--- config.mk ---
export PLATFORM = sky130hd
export DESIGN_NAME = sbc_cmp_unit
export DESIGN_NICKNAME = d
export VERILOG_FILES = /design/src/rtl/sbc_cmp_pkg.sv /design/src/rtl/sc_bin_core.sv /design/src/rtl/sc_bcd_core.sv /design/src/rtl/sbc_cmp_unit.sv
export SDC_FILE = /design/constraint.sdc
export NUM_CORES = 1
export LEC_CHECK = 0
export BUFFER_PORTS_ARGS = -buffer_cell sky130_fd_sc_hd__buf_2
export CORE_MARGIN = 8
export CORE_UTILIZATION = 50
export CTS_CLUSTER_DIAMETER = 80
export DETAILED_ROUTE_END_ITERATION = 6
export PLACE_DENSITY = 0.82
export SLEW_MARGIN = 20
export SYNTH_ARGS = -nofsm -noshare
export SYNTH_HDL_FRONTEND = slang
export SYNTH_HIERARCHICAL = 1
export SYNTH_SLANG_ARGS = --single-unit
--- constraint.sdc ---
create_clock -name clk -period 8.3 [get_ports clk]
set_input_delay 0 -clock clk [delete_from_list [all_inputs] [get_ports clk]]
set_output_delay 0 -clock clk [all_outputs]
set_load 0.01 [all_outputs]
--- src/rtl/sbc_cmp_pkg.sv ---
package sbc_cmp_pkg;

    typedef enum logic [1:0] {
        OP_SUB  = 2'b00,
        OP_CMPA = 2'b01,
        OP_CMPX = 2'b10,
        OP_CMPY = 2'b11
    } sc_op_e;

    typedef struct packed {
        logic neg;
        logic zero;
        logic carry;
        logic ovf;
    } sc_flags_t;

endpackage

--- src/rtl/sc_bin_core.sv ---
module sc_bin_core #(
    parameter int DW = 8
) (
    input  logic [DW-1:0]            min_i,
    input  logic [DW-1:0]            sub_i,
    input  logic                     borrow_i,
    output logic [DW-1:0]            diff_o,
    output sbc_cmp_pkg::sc_flags_t   flags_o
);
    localparam int MSB = DW - 1;

    logic [DW:0] wide;

    always_comb begin
        wide          = {1'b0, min_i} - {1'b0, sub_i} - {{DW{1'b0}}, borrow_i};
        diff_o        = wide[MSB:0];
        flags_o.carry = ~wide[DW];
        flags_o.neg   = wide[MSB];
        flags_o.zero  = (wide[MSB:0] == '0);
        flags_o.ovf   = (min_i[MSB] ^ wide[MSB]) & (min_i[MSB] ^ sub_i[MSB]);
    end

endmodule

--- src/rtl/sc_bcd_core.sv ---
module sc_bcd_core #(
    parameter int DW = 8
) (
    input  logic [DW-1:0] min_i,
    input  logic [DW-1:0] sub_i,
    input  logic          borrow_i,
    output logic [DW-1:0] diff_o
);
    localparam int ND = DW / 4;

    logic [ND:0] brw;
    assign brw[0] = borrow_i;

    for (genvar d = 0; d < ND; d++) begin : g_digit
        logic [4:0] raw;
        logic [4:0] adj;
        always_comb begin
            raw = {1'b0, min_i[4*d +: 4]} - {1'b0, sub_i[4*d +: 4]} - {4'b0, brw[d]};
            adj = raw - 5'd6;
        end
        assign diff_o[4*d +: 4] = raw[4] ? adj[3:0] : raw[3:0];
        assign brw[d+1]         = raw[4];
    end

endmodule

--- src/rtl/sbc_cmp_unit.sv ---
module sbc_cmp_unit #(
    parameter int DW = 8
) (
    input  logic          clk,
    input  logic          rst,
    input  logic          valid_i,
    input  logic [1:0]    op_i,
    input  logic [DW-1:0] reg_i,
    input  logic [DW-1:0] mem_i,
    input  logic          carry_i,
    input  logic          dec_i,
    output logic [DW-1:0] res_o,
    output logic          res_we_o,
    output logic          n_o,
    output logic          z_o,
    output logic          c_o,
    output logic          v_o,
    output logic          n_upd_o,
    output logic          z_upd_o,
    output logic          c_upd_o,
    output logic          v_upd_o
);
    import sbc_cmp_pkg::*;

    sc_op_e      op;
    logic        is_sub;
    logic        borrow;
    logic [DW-1:0] bin_diff;
    logic [DW-1:0] bcd_diff;
    logic [DW-1:0] wb_val;
    sc_flags_t   fl;

    assign op     = sc_op_e'(op_i);
    assign is_sub = (op == OP_SUB);
    // compares never borrow; subtract borrows when carry is clear
    assign borrow = is_sub & ~carry_i;

    sc_bin_core #(.DW(DW)) u_bin (
        .min_i   (reg_i),
        .sub_i   (mem_i),
        .borrow_i(borrow),
        .diff_o  (bin_diff),
        .flags_o (fl)
    );

    sc_bcd_core #(.DW(DW)) u_bcd (
        .min_i   (reg_i),
        .sub_i   (mem_i),
        .borrow_i(borrow),
        .diff_o  (bcd_diff)
    );

    assign wb_val = dec_i ? bcd_diff : bin_diff;

    always_ff @(posedge clk) begin
        if (rst) begin
            res_o    <= '0;
            res_we_o <= 1'b0;
            n_o      <= 1'b0;
            z_o      <= 1'b0;
            c_o      <= 1'b0;
            v_o      <= 1'b0;
            n_upd_o  <= 1'b0;
            z_upd_o  <= 1'b0;
            c_upd_o  <= 1'b0;
            v_upd_o  <= 1'b0;
        end else begin
            res_we_o <= valid_i & is_sub;
            v_upd_o  <= valid_i & is_sub;
            n_upd_o  <= valid_i;
            z_upd_o  <= valid_i;
            c_upd_o  <= valid_i;
            if (valid_i) begin
                n_o <= fl.neg;
                z_o <= fl.zero;
                c_o <= fl.carry;
                if (is_sub) begin
                    v_o   <= fl.ovf;
                    res_o <= wb_val;
                end
            end
        end
    end

endmodule

==> flow_metrics.py <==
metrics = {
    "run_status": {
        "status": "finished clean",
    },
    "synth": {
        "syn_inst": 210,
        "syn_nets": 267,
        "synth-seq-cells": 14,
        "synth-warning-count": 6,
        "ys_types": 43,
        "synth_flop_cell": "dfxtp_1",
        "avgSynthCellArea_sq_um": 8.502,
        "async_flop_share_pct": 0,
        "yosysSeqAreaShare_pct": 15.70,
        "synth_edf_count": 0,
        "netlist_area_sq_um": 1785,
    },
    "power": {
        "leakage_nw": 1.057,
        "power_density_nw_per_um2": 145.5,
        "ir_drop_uv": 53.41,
    },
    "timing": {
        "setup_viol_count_final": 0,
        "period_share_pct": 58.61,
        "tns_ps": 0,
        "period_minus_slack_ps": 4864,
        "hold_ws_ps": 44.77,
        "hold_viol_final": 0,
        "final_max_slew_viol_count": 0,
        "clock.fmax_ghz": 0.2056,
        "rsz0062_at_grt": "no",
        "relSlewSlack_pct": 53.32,
        "worst_pin_slew_ps": 699.4,
        "clock_skew_ps": 0,
    },
    "worst_setup_path": {
        "critPathMaxFanout": 5,
        "worstPathArrival_ps": 5080,
        "startpoint_type": "input port",
        "crit_required_ps": 8510,
        "criticalPathCategory": "in2reg",
        "cp-end-kind": "register",
    },
    "global_route": {
        "antenna_found_initial": 0,
        "met2_usage_pct": 21.01,
        "met1_usage_pct": 14.49,
        "grt_max_degree": 18,
        "overflow": 0,
        "grt_pass1_vias": 1350,
        "grt.total_usage_pct": 12.22,
        "grt_busiest_layer": "met2",
        "met3_usage_pct": 1.842,
        "grt_pass1_wl_um": 5506,
    },
    "floorplan": {
        "dieArea_sq_um": 5739,
        "io-pin-count": 40,
        "core_area_sq_um": 3390,
        "die_w_um": 75.76,
        "initial_utilization_pct": 52.68,
        "std_cell_rows": 21,
        "fp.dieH_um": 75.76,
    },
    "clock_network": {
        "cts.sinks": 14,
        "cts_tree": "built",
        "cts_root_buffer": "clkbuf_4",
        "ctsLongestPathBuffers": 2,
        "post-cts-setup-buffers": 0,
        "numCtsBuffers": 3,
        "htreeDepth": 1,
        "postCtsHoldBufs": 2,
        "cts_resized": 0,
        "clkSlewWorstSetupHoldPaths_ps": 80,
        "clock_latency_ps": 290,
    },
    "drt": {
        "drt_iter0_markers": 78,
        "vias": 1455,
        "drc": 0,
        "drtAntennaViolNets": 0,
        "via_per_inst": 4.966,
        "dr.pass1.iters": 4,
        "routed_wl_um": 3381,
        "post_drt_wl_per_cell_um": 11.54,
    },
    "placement": {
        "routabilityCongestion": 0.8346,
        "io_buffer_count": 39,
        "hpwl_um": 2921,
        "dp_cells": 287,
    },
    "cells_and_area": {
        "nets": 305,
        "fin_util_pct": 60.24,
        "final_cells": 293,
        "syn2layout_area_growth_pct": 14.37,
        "num_antenna_cells": 0,
        "drive_gt1_share_pct": 21.46,
    },
    "min_path": {
        "holdCritPathClass": "in2reg",
    },
    "run": {
        "drv_cap": 0,
    },
}
[critical path: stages]
cell,delay [ps]
dlygate4sd3_1,530
buf_2,140
nor3_1,280
inv_1,90
fa_1,410
fa_1,410
nand2b_1,180
a211o_1,310
and2_4,180
inv_1,80
fa_1,430
inv_1,70
ha_1,140
nor2_1,60
fa_1,450
xnor2_1,160
ha_1,230
nor4bb_1,250
a21oi_1,70
nand3_1,100
xor2_1,170
mux2i_1,110
a211oi_1,240
[cell usage after synthesis, types with 2 or more instances]
library cell / count / share of area (%)
a211oi_2: 2 / 1.4
nand2_1: 6 / 1.3
ha_1: 28 / 20
xnor2_1: 9 / 4.4
o21ai_0: 5 / 1.4
o31ai_1: 2 / 0.84
nor2b_1: 3 / 1.1
inv_1: 41 / 8.6
a211oi_1: 6 / 2.5
buf_4: 4 / 1.7
xor2_1: 9 / 4.4
fa_1: 6 / 6.7
nor3_1: 3 / 0.84
nand3b_1: 2 / 0.84
or3_1: 2 / 0.70
clkbuf_1: 2 / 0.42
nand3_1: 2 / 0.56
nand2b_1: 2 / 0.70
nor3b_1: 2 / 0.84
nor2_1: 20 / 4.2
mux2i_1: 13 / 7.3
a21oi_1: 7 / 2.0
dfxtp_1: 14 / 16
[through the flow]
stage / power, W / cell area, sq um / worst slack [ps]
after CTS: 0.0002998 / 2042 / 3389
after floorplan: 0.0002125 / 1785 / 4185
after global routing: 0.0003239 / 2042 / 3122
after detailed placement: 0.0002487 / 1986 / 3612
final: 0.0002970 / 2042 / 3436
after global placement: 0.0002440 / 1986 / 3694
[cells in the final DEF (no fill, tap or decap), drive strengths merged, types with 3 or more instances in the layout]
| master | n |
|---|---|
| buf | 39 |
| mux2i | 13 |
| nor3b | 3 |
| inv | 41 |
| nor2b | 3 |
| nor3 | 3 |
| nor2 | 20 |
| fa | 6 |
| dfxtp | 14 |
| nand2 | 7 |
| a211oi | 8 |
| ha | 28 |
| xor2 | 9 |
| a21oi | 8 |
| clkbuf | 4 |
| o21ai | 5 |
| xnor2 | 9 |
[where the power goes]
group	internal, W	switching [W]
sequential	0.0000715	0.00000196
clock	0.0000268	0.0000232
combinational	0.0000803	0.0000934
[sequential cells by signal, indices dropped and copies added (netlist names)]
register,count
res_o,8
c_o,1
c_upd_o,1
n_o,1
v_o,1
v_upd_o,1
z_o,1
[layout make-up]
| class | instances | area [sq um] |
|---|---|---|
| clock buffer | 4 | 36.28 |
| fill | 321 | 1348 |
| inverter | 41 | 153.9 |
| multi-input combinational | 147 | 1299 |
| sequential | 14 | 280.3 |
| tap | 46 | 57.56 |
| timing repair buffer | 41 | 215.2 |
[kinds of logic after synthesis]
kind of cell | after synthesis | share of synthesized area, %
AO/OA/AOI/OAI | 30 | 12.96
XOR/XNOR | 18 | 8.830
adder cells (fa/ha/maj) | 34 | 26.35
buffers and inverters | 49 | 11.56
flip-flops | 14 | 15.70
multiplexers | 15 | 8.759
AND/OR/NAND/NOR | 50 | 15.84
[routing by layer]
metal	wire [um]	share of wire (%)
met1	1546	46
met2	1616	48
met3	171	5.1
met4	47	1.4
met5	0	0
[path summary, 6_finish.rpt]
kind / startpoint / to / slack, ps / depth (start not counted)
worst min-delay path: valid_i / c_upd_o / 40 / 2
worst max register to register: res_o[5] / res_o[5] / 7600 / 2
worst min register to register: res_o[7] / res_o[7] / 500 / 2
worst max-delay path: op_i[0] / res_o[7] / 3440 / 23
No activity file was read; power rests on OpenSTA's default activity.
